**src/rtl/uart_rx_pkg.sv**
```systemverilog
package uart_rx_pkg;

  typedef enum logic [2:0] {
    PAR_NONE = 3'd0,
    PAR_EVEN = 3'd1,
    PAR_ODD  = 3'd2,
    PAR_ONE  = 3'd3,
    PAR_ZERO = 3'd4
  } par_mode_e;

  typedef struct packed {
    logic       brk;
    logic       ferr;
    logic       perr;
    logic [7:0] data;
  } rx_word_t;

endpackage

```
**src/rtl/rx_line_sampler.sv**
```systemverilog
module rx_line_sampler #(
  parameter int STAGES = 2
) (
  input  logic clk,
  input  logic rst_n,
  input  logic loop_sel,
  input  logic rxd,
  input  logic loop_txd,
  output logic rx_s
);

  logic              rx_mux;
  logic [STAGES-1:0] sync_q;
  logic [STAGES-1:0] sync_d;

  always_comb begin
    rx_mux = loop_sel ? loop_txd : rxd;
    sync_d = {sync_q[STAGES-2:0], rx_mux};
  end

  always_ff @(posedge clk or negedge rst_n) begin
    if (!rst_n) sync_q <= '1;
    else        sync_q <= sync_d;
  end

  assign rx_s = sync_q[STAGES-1];

endmodule

```
**src/rtl/rx_deframer.sv**
```systemverilog
module rx_deframer
  import uart_rx_pkg::*;
#(
  parameter int OVS = 16
) (
  input  logic      clk,
  input  logic      rst_n,
  input  logic      tick,
  input  logic      rx,
  input  logic [1:0] data_len,
  input  par_mode_e pmode,
  output logic      push,
  output rx_word_t  push_word
);

  localparam int CW = $clog2(OVS);
  localparam logic [CW-1:0] MID_LAST = CW'(OVS / 2 - 1);
  localparam logic [CW-1:0] BIT_LAST = CW'(OVS - 1);

  typedef enum logic [2:0] {
    S_IDLE, S_START, S_DATA, S_PAR, S_STOP, S_HOLD
  } st_e;

  st_e          st_q, st_d;
  logic [CW-1:0] cnt_q, cnt_d;
  logic [2:0]   bidx_q, bidx_d;
  logic [7:0]   sh_q, sh_d;
  logic         par_q, par_d;
  logic         push_d;
  rx_word_t     word_d;
  logic         exp_par;
  logic         is_brk;
  logic [2:0]   last_idx;

  always_comb begin
    last_idx = {1'b0, data_len} + 3'd4;
    unique case (pmode)
      PAR_EVEN: exp_par = ^sh_q;
      PAR_ODD:  exp_par = ~^sh_q;
      PAR_ONE:  exp_par = 1'b1;
      default:  exp_par = 1'b0;
    endcase
    is_brk = !rx && (sh_q == 8'd0) && ((pmode == PAR_NONE) || !par_q);
  end

  always_comb begin
    st_d   = st_q;
    cnt_d  = cnt_q;
    bidx_d = bidx_q;
    sh_d   = sh_q;
    par_d  = par_q;
    push_d = 1'b0;
    word_d = '0;
    if (tick) begin
      unique case (st_q)
        S_IDLE: if (!rx) begin
          st_d  = S_START;
          cnt_d = '0;
        end
        S_START: begin
          if (cnt_q == MID_LAST) begin
            cnt_d  = '0;
            bidx_d = '0;
            sh_d   = '0;
            par_d  = 1'b0;
            st_d   = rx ? S_IDLE : S_DATA;
          end else begin
            cnt_d = cnt_q + 1'b1;
          end
        end
        S_DATA: begin
          if (cnt_q == BIT_LAST) begin
            cnt_d        = '0;
            sh_d[bidx_q] = rx;
            if (bidx_q == last_idx) st_d = (pmode == PAR_NONE) ? S_STOP : S_PAR;
            else                    bidx_d = bidx_q + 1'b1;
          end else begin
            cnt_d = cnt_q + 1'b1;
          end
        end
        S_PAR: begin
          if (cnt_q == BIT_LAST) begin
            cnt_d = '0;
            par_d = rx;
            st_d  = S_STOP;
          end else begin
            cnt_d = cnt_q + 1'b1;
          end
        end
        S_STOP: begin
          if (cnt_q == BIT_LAST) begin
            push_d = 1'b1;
            if (is_brk) begin
              word_d.brk = 1'b1;
            end else begin
              word_d.data = sh_q;
              word_d.ferr = !rx;
              word_d.perr = (pmode != PAR_NONE) && (par_q != exp_par);
            end
            st_d = rx ? S_IDLE : S_HOLD;
          end else begin
            cnt_d = cnt_q + 1'b1;
          end
        end
        S_HOLD:  if (rx) st_d = S_IDLE;
        default: st_d = S_IDLE;
      endcase
    end
  end

  always_ff @(posedge clk or negedge rst_n) begin
    if (!rst_n) begin
      st_q      <= S_IDLE;
      cnt_q     <= '0;
      bidx_q    <= '0;
      sh_q      <= '0;
      par_q     <= 1'b0;
      push      <= 1'b0;
      push_word <= '0;
    end else begin
      st_q      <= st_d;
      cnt_q     <= cnt_d;
      bidx_q    <= bidx_d;
      sh_q      <= sh_d;
      par_q     <= par_d;
      push      <= push_d;
      push_word <= word_d;
    end
  end

endmodule

```
**src/rtl/rx_word_fifo.sv**
```systemverilog
module rx_word_fifo
  import uart_rx_pkg::*;
#(
  parameter int DEPTH = 16
) (
  input  logic                       clk,
  input  logic                       rst_n,
  input  logic                       push,
  input  rx_word_t                   push_word,
  input  logic                       pop,
  input  logic                       ovr_clr,
  output rx_word_t                   head,
  output logic [$clog2(DEPTH+1)-1:0] count,
  output logic                       ovr
);

  localparam int AW = $clog2(DEPTH);
  localparam int CNTW = $clog2(DEPTH + 1);
  localparam logic [CNTW-1:0] FULL_CNT = CNTW'(DEPTH);

  rx_word_t        mem [DEPTH];
  logic [AW-1:0]   wp_q, wp_d, rp_q, rp_d;
  logic [CNTW-1:0] cnt_d;
  logic            ovr_d;
  logic            do_wr, do_rd, full;

  always_comb begin
    full  = (count == FULL_CNT);
    do_wr = push && !full;
    do_rd = pop && (count != '0);
    wp_d  = do_wr ? wp_q + 1'b1 : wp_q;
    rp_d  = do_rd ? rp_q + 1'b1 : rp_q;
    cnt_d = count;
    if (do_wr && !do_rd) cnt_d = count + 1'b1;
    if (!do_wr && do_rd) cnt_d = count - 1'b1;
    ovr_d = ovr;
    if (ovr_clr)      ovr_d = 1'b0;
    if (push && full) ovr_d = 1'b1;
  end

  always_ff @(posedge clk) begin
    if (do_wr) mem[wp_q] <= push_word;
  end

  always_ff @(posedge clk or negedge rst_n) begin
    if (!rst_n) begin
      wp_q  <= '0;
      rp_q  <= '0;
      count <= '0;
      ovr   <= 1'b0;
    end else begin
      wp_q  <= wp_d;
      rp_q  <= rp_d;
      count <= cnt_d;
      ovr   <= ovr_d;
    end
  end

  assign head = mem[rp_q];

endmodule

```
**src/rtl/uart_rx_core.sv**
```systemverilog
module uart_rx_core
  import uart_rx_pkg::*;
#(
  parameter int DEPTH       = 16,
  parameter int OVS         = 16,
  parameter int SYNC_STAGES = 2
) (
  input  logic       clk,
  input  logic       rst_n,
  input  logic       tick16,
  input  logic       loop_sel,
  input  logic       rxd,
  input  logic       loop_txd,
  input  logic [1:0] data_len,
  input  logic [2:0] parity_mode,
  input  logic       rd_en,
  input  logic       ovr_clr,
  output logic [7:0] rd_data,
  output logic       rd_perr,
  output logic       rd_ferr,
  output logic       rd_brk,
  output logic [4:0] fill_level,
  output logic       data_avail,
  output logic       overrun
);

  localparam int CNTW = $clog2(DEPTH + 1);

  logic            rx_s;
  logic            rx_push;
  rx_word_t        rx_word;
  rx_word_t        head;
  logic [CNTW-1:0] cnt;

  rx_line_sampler #(.STAGES(SYNC_STAGES)) u_samp (
    .clk      (clk),
    .rst_n    (rst_n),
    .loop_sel (loop_sel),
    .rxd      (rxd),
    .loop_txd (loop_txd),
    .rx_s     (rx_s)
  );

  rx_deframer #(.OVS(OVS)) u_defr (
    .clk       (clk),
    .rst_n     (rst_n),
    .tick      (tick16),
    .rx        (rx_s),
    .data_len  (data_len),
    .pmode     (par_mode_e'(parity_mode)),
    .push      (rx_push),
    .push_word (rx_word)
  );

  rx_word_fifo #(.DEPTH(DEPTH)) u_fifo (
    .clk       (clk),
    .rst_n     (rst_n),
    .push      (rx_push),
    .push_word (rx_word),
    .pop       (rd_en),
    .ovr_clr   (ovr_clr),
    .head      (head),
    .count     (cnt),
    .ovr       (overrun)
  );

  assign rd_data    = head.data;
  assign rd_perr    = head.perr;
  assign rd_ferr    = head.ferr;
  assign rd_brk     = head.brk;
  assign fill_level = 5'(cnt);
  assign data_avail = (cnt != '0);

endmodule

```
**config.mk**
```make
export PLATFORM = sky130hd
export DESIGN_NAME = uart_rx_core
export DESIGN_NICKNAME = d
export VERILOG_FILES = /design/src/rtl/uart_rx_pkg.sv /design/src/rtl/rx_line_sampler.sv /design/src/rtl/rx_deframer.sv /design/src/rtl/rx_word_fifo.sv /design/src/rtl/uart_rx_core.sv
export SDC_FILE = /design/constraint.sdc
export NUM_CORES = 1
export LEC_CHECK = 0
export BUFFER_PORTS_ARGS = -buffer_cell sky130_fd_sc_hd__buf_4
export CORE_MARGIN = 1
export CORE_UTILIZATION = 50
export DETAILED_ROUTE_END_ITERATION = 12
export GPL_TIMING_DRIVEN = 0
export PLACE_DENSITY_LB_ADDON = 0.2
export SYNTH_ARGS = -nofsm -noshare
export SYNTH_HDL_FRONTEND = slang
export SYNTH_SLANG_ARGS = --single-unit
```
**constraint.sdc**
```tcl
create_clock -name clk -period 3.5 [get_ports clk]
set_clock_uncertainty 0.05 [all_clocks]
set_input_delay 0.35 -clock clk [delete_from_list [all_inputs] [get_ports clk]]
set_output_delay 0.35 -clock clk [all_outputs]
set_load 0.01 [all_outputs]
```
==> results of run 1 <==
## flip-flops by register name, indices dropped and copies added, names as in the netlist, 4 cells and up
| signal | count |
|---|---|
| u_defr.cnt_q | 4 |
| u_fifo.mem | 176 |
| u_fifo.wp_q | 4 |
| u_fifo.count | 5 |
| u_defr.sh_q | 8 |
| u_fifo.rp_q | 4 |
| u_defr.push_word | 11 |
## cell families after synthesis
family | count (synthesis) | share of synthesized area
XOR/XNOR | 17 | 0.0160
multiplexers | 61 | 0.141
flip-flops | 223 | 0.697
AND/OR/NAND/NOR | 90 | 0.0517
buffers and inverters | 49 | 0.0244
AO/OA/AOI/OAI | 68 | 0.0483
adder cells (fa/ha/maj) | 16 | 0.0224
## through the flow
stage                      util  setup TNS [ps]
after global placement    0.541            -928
after CTS                 0.586               0
final                     0.587               0
after floorplan               -               0
after global routing      0.587               0
after detailed placement  0.545               0
## critical path, stage by stage (launching register included)
cell,delay [ps]
dfrtp_1,360
clkbuf_2,300
buf_1,740
mux4_2,430
mux4_2,490
buf_4,160
## power groups by stage
| stage | registers [uW] | logic [uW] | clock network [uW] |
|---|---|---|---|
| after detailed placement | 3150 | 1650 | 0 |
| final | 3090 | 1640 | 2360 |
| after floorplan | 3120 | 1200 | 0 |
| after global placement | 3140 | 1600 | 0 |
| after global routing | 3110 | 1800 | 2500 |
| after CTS | 3090 | 1660 | 2400 |
## cell type report
cell class              count  area, sq um
clock inverters            12         97.6
multi-input cells         252         2610
repair buffers             36          294
inverters                  23         86.3
clock buffers              32          641
well taps                 229          287
plain buffers              26          140
fillers                  1316         7460
flip-flops and latches    223         6460
## repair_timing
action | 4_1_cts | 5_1_grt
endpoints found under the setup margin | 0 | 0
hold buffers | 1 | 0
hold endpoints to repair | 45 | 0
## layer usage
layer  share of wire  global-route usage  up-vias  routed length [um]
met3           0.044              0.0315       30                 857
met5               0                   0        -                   0
met4           0.021              0.0591        0                 413
li1                -                   -     2183                   -
met1            0.44               0.291     2560                8420
met2            0.50               0.349      142                9570
## worst max path at each step
stage,start,end,slack (ps),cells past startpoint
after floorplan,u_fifo.count[0],u_fifo.count[4],810,8
after global placement,u_fifo.count[0],u_fifo.mem[3][3],-60,4
after detailed placement,u_fifo.count[0],u_fifo.count[4],350,8
after CTS,u_fifo.rp_q[1],rd_data[2],110,5
after global routing,u_fifo.rp_q[1],rd_data[2],50,5
final,u_fifo.rp_q[1],rd_data[2],100,5
## cells in the final DEF, fill, tap and decap left out, drive strengths merged, types with 6 or more instances in the layout
master / instances
edfxtp: 176
mux4: 55
buf: 50
dfrtp: 45
clkbuf: 43
inv: 24
nand2: 22
o21ai: 20
nor2: 18
ha: 15
xnor2: 14
a21oi: 12
and2: 9
nor3: 9
clkinv: 9
nand4: 6
a21o: 6
==> impl_metrics.ini, run 1 <==
[outcome]
run_status = complete, but fails checks
violations = design-rule violations

[place]
postPlaceCellArea_sq_um = 9850
dpl_worst_slack_ps = 355
placedCellCount = 787
port_buffers = 30
place_hpwl_mm = 12.4
place.gp.congestion = 0.816

[cts]
h-tree-depth = 1
clk_pin_slew_ps = 60
cts_made_buffers = 24
post_cts_buffers = 0
cts.repair.resized = 0
clock-sinks = 223
cts_root_buf = clkbuf_16
cts_max_path_buffers = 3
cts_tree = done
insertion_delay_ps = 520

[power_and_ir_drop]
cellLeakagePower_uw = 0.00388
power_density_nw_per_um2 = 669
seqPwrFrac = 0.436
clockPowerShare = 0.333
finalPower_uw = 7100
internal_power_uw = 5060
combPwrFrac = 0.231
peakVddDrop_mv = 0.481
netSwitchingFraction = 0.287
p_sw_uw = 2040

[sta]
maxSlewViolCount = 0
rsz0062_at_grt = false
min_period_ps = 3400
max_freq_ghz = 0.294
whs_ps = 5.94
hold_viol = 0
layout_worst_path_cycle_share = 0.970
setup_viol = 0
postLayoutSetupSlackWorst_ps = 104
relSlewSlack = 0.0866
tightest_slew_ps = 1370

[global_route]
grt_pass1_vias = 5221
grt_max_degree = 48
antenna_found_initial = 0
track_usage = 0.210
grt_first_pass_wirelength_mm = 30.0
grt_remaining_overflow = 0

[finish]
antenna_cells = 0
drive_gt1_frac = 0.253
design_area_sq_um = 10600
layout.cells.non_filler = 833
fin_nets = 615
area.growth.synth_to_final_pct = 14.5

[floorplan]
start_util = 0.513
core_area_sq_um = 18100
num_io_pins = 31
core.rowCount = 49
die_x_um = 138
dieArea_sq_um = 19100
die_h_um = 138

[hold_path]
holdPathEnd = u_fifo.ovr
hp-class = primary input to flop
whs_path_depth = 2
hold_start = ovr_clr

[synth]
avgSynthCellArea_sq_um = 17.7
syn_area_sq_um = 9280
synth_area_leaders = edfxtp_1 57%, mux4_2 13%, dfrtp_1 12%
yosysSeqAreaShare = 0.697
yosysUniqueCellTypes = 58
synth_edf_count = 176
ys_warn_count = 0
synth_area_leader_cell = edfxtp_1
ys_top_cells_by_count = 176 x edfxtp_1, 55 x mux4_2, 45 x dfrtp_1
syn-num-nets = 553
synthFlopType = edfxtp_1
ys_seq_elements = 223
netlist.area_leader.share = 0.570
synthCells = 524
async_flop_share = 0.211
synth.most_common_cell = edfxtp_1

[drt]
dr.pass1.iters = 9
via_per_inst = 5.90
first_iter_violations = 408
vias = 4915
wl_mm = 19.3
drt_drc_violations_left = 2
ant_nets = 0
detail_route.wl_per_cell_um = 23.1

[critical_path]
cp-end-kind = output port
cp.required_ps = 3100
crit_fanout = 10
rrSetupSlack_ps = 330
cp_data_arrival_time_ps = 3000
rr_startpoint = u_fifo.count[0]
reg2reg_to = u_fifo.count[4]
worstSetupStartpointType = flop
worstSetupPathType = flop to output port
reg2reg_depth = 8

[job]
max_cap_viol_count = 0
(Power assumes the default switching activity.)
==> inputs of run 2 (changes only) <==
Settings changed: RECOVER_POWER from default to 50.
==> run 2 against run 1 <==
  * The flow finishes with violations (design-rule violations, max-capacitance violations, max-slew violations)
  * Global-route usage unchanged
  * Via count down 0.10%
  * Setup slack worse by 1.2 ps
  * Wire length down 0.15%
  * Non-clock buffer count unchanged
  * Final cell count unchanged
  * Register-to-register slack about the same
  * Fmax about the same
  * Power down 0.42%
  * Worst hold slack worse by 1.5 ps
  * Die area unchanged
  * Critical path type unchanged
  * Largest cell class unchanged
  * Largest power group unchanged
==> impl_metrics.ini, run 2 (synthesis gave the netlist of run 1 again) <==
[sta]
setup_viol = 0
maxSlewViolCount = 48
tightest_slew_ps = 2740
hold_viol = 0
relSlewSlack = -0.824
whs_ps = 4.43
layout_worst_path_cycle_share = 0.971
min_period_ps = 3400
max_freq_ghz = 0.294
rsz0062_at_grt = false

[critical_path]
worstSetupStartpointType = flop
critical_path.max_stage_delay_ps = 740
cp.required_ps = 3100
crit_chain = clkbuf_2 -> buf_1 -> mux4_2 -> mux4_2 -> buf_4
crit_slowest_cell = buf_1
cp-end-kind = output port
cp_data_arrival_time_ps = 3000
path_buf_inv = 3
cpMostUsedCell = mux4_2
crit_fanout = 10
worstSetupPathType = flop to output port
crit_family = buffers and inverters

[global_route]
grt_pass1_vias = 5221
antenna_found_initial = 0
busiest_layer = met2
track_usage = 0.210
met2_usage = 0.349
met1_usage = 0.291
grt_util_met3 = 0.0315
grt_max_degree = 48
grt_first_pass_wirelength_mm = 30.0
grt_remaining_overflow = 0

[finish]
layout.cells.most_common = edfxtp_1
antenna_cells = 0
reg_top3 = u_fifo.mem (176), u_defr.push_word (11), u_defr.sh_q (8)
area.growth.synth_to_final_pct = 14.2
largest_reg_flops = 176
multiInputGateArea_sq_um = 2610
layout.cells.most_common_list = 176 x edfxtp_1, 55 x mux4_2, 45 x dfrtp_1
nFillCells = 1322
regMostFlops = u_fifo.mem
regArea_sq_um = 6460
fin_nets = 615
drive_gt1_frac = 0.242
layout.cells.non_filler = 833

[outcome]
run_status = complete, but fails checks
violations = design-rule violations, max-capacitance violations, max-slew violations

[floorplan]
die_h_um = 138
core_area_sq_um = 18100
num_io_pins = 31
core.rowCount = 49
start_util = 0.513
dieArea_sq_um = 19100
die_x_um = 138

[place]
placedCellCount = 787
port_buffers = 30
place.gp.congestion = 0.816
place_hpwl_mm = 12.4

[cts]
clock-sinks = 223
clk_pin_slew_ps = 60
cts.repair.resized = 0
cts_tree = done
cts_made_buffers = 24
cts_root_buf = clkbuf_16
cts_max_path_buffers = 3
post_cts_buffers = 0
insertion_delay_ps = 520
h-tree-depth = 1

[drt]
via_per_inst = 5.89
first_iter_violations = 419
ant_nets = 0
drt_drc_violations_left = 2
dr.pass1.iters = 9
vias = 4910
detail_route.wl_per_cell_um = 23.1
wl_mm = 19.2

[power_and_ir_drop]
peakVddDrop_mv = 0.481
cellLeakagePower_uw = 0.00385
power_density_nw_per_um2 = 667

[hold_path]
hp-class = primary input to flop

[job]
max_cap_viol_count = 1
run 2: cell type report:
cell class,instances,share of cell area
multi-input combinational,252,0.247
timing repair buffer,36,0.0253
clock inverter,12,0.00921
tap,229,0.0270
buffer,26,0.0132
inverter,23,0.00815
sequential,223,0.610
clock buffer,32,0.0605
run 2: worst reg2reg max path: cells and delay by family, from the launching register on:
family	cells	cell delay [ps]
xor gates and xnor gates	1	140
AOI/OAI and AO/OA	3	780
and+or+nand+nor	1	620
adders and majority gates	2	830
muxes	1	230
DFF	1	450
run 2: timing repair:
action / 4_1_cts / 5_1_grt
setup endpoints to repair: 0 / 0
hold endpoints to repair: 45 / 0
hold buffers: 1 / 0
run 2: report_power, final:
group | switching [uW] | total [uW] | internal (uW)
sequential | 141 | 3090 | 2950
clock | 998 | 2360 | 1360
combinational | 893 | 1620 | 724
run 2: routing by layer:
metal | routed length (um) | part of all wire
met1 | 8440 | 0.44
met2 | 9560 | 0.50
met3 | 818 | 0.043
met4 | 413 | 0.021
met5 | 0 | 0
run 2: through the flow:
stage | setup slack (ps) | total power, uW | utilization | area (sq um) | TNS, ps
after floorplan | 812 | 4320 | - | 9280 | 0
after global placement | -58.1 | 4740 | 0.541 | 9790 | -928
after detailed placement | 355 | 4800 | 0.545 | 9850 | 0
after CTS | 109 | 7160 | 0.586 | 10600 | 0
after global routing | 46.0 | 7390 | 0.586 | 10600 | 0
final | 103 | 7070 | 0.586 | 10600 | 0
run 2: worst paths after layout:
| kind | startpoint | end | slack [ps] | cells after the start |
|---|---|---|---|---|
| max in group asynchronous | rst_n | u_fifo.count[0] | 640 | 2 |
| worst max register to register | u_fifo.count[0] | u_fifo.count[4] | 330 | 8 |
| worst min-delay path | ovr_clr | u_fifo.ovr | 4 | 2 |
| worst min register to register | u_samp.sync_q[0] | u_samp.sync_q[1] | 300 | 0 |
| min in group asynchronous | rst_n | u_defr.push_word[4] | 1200 | 2 |
| worst max-delay path | u_fifo.rp_q[1] | rd_data[2] | 100 | 5 |
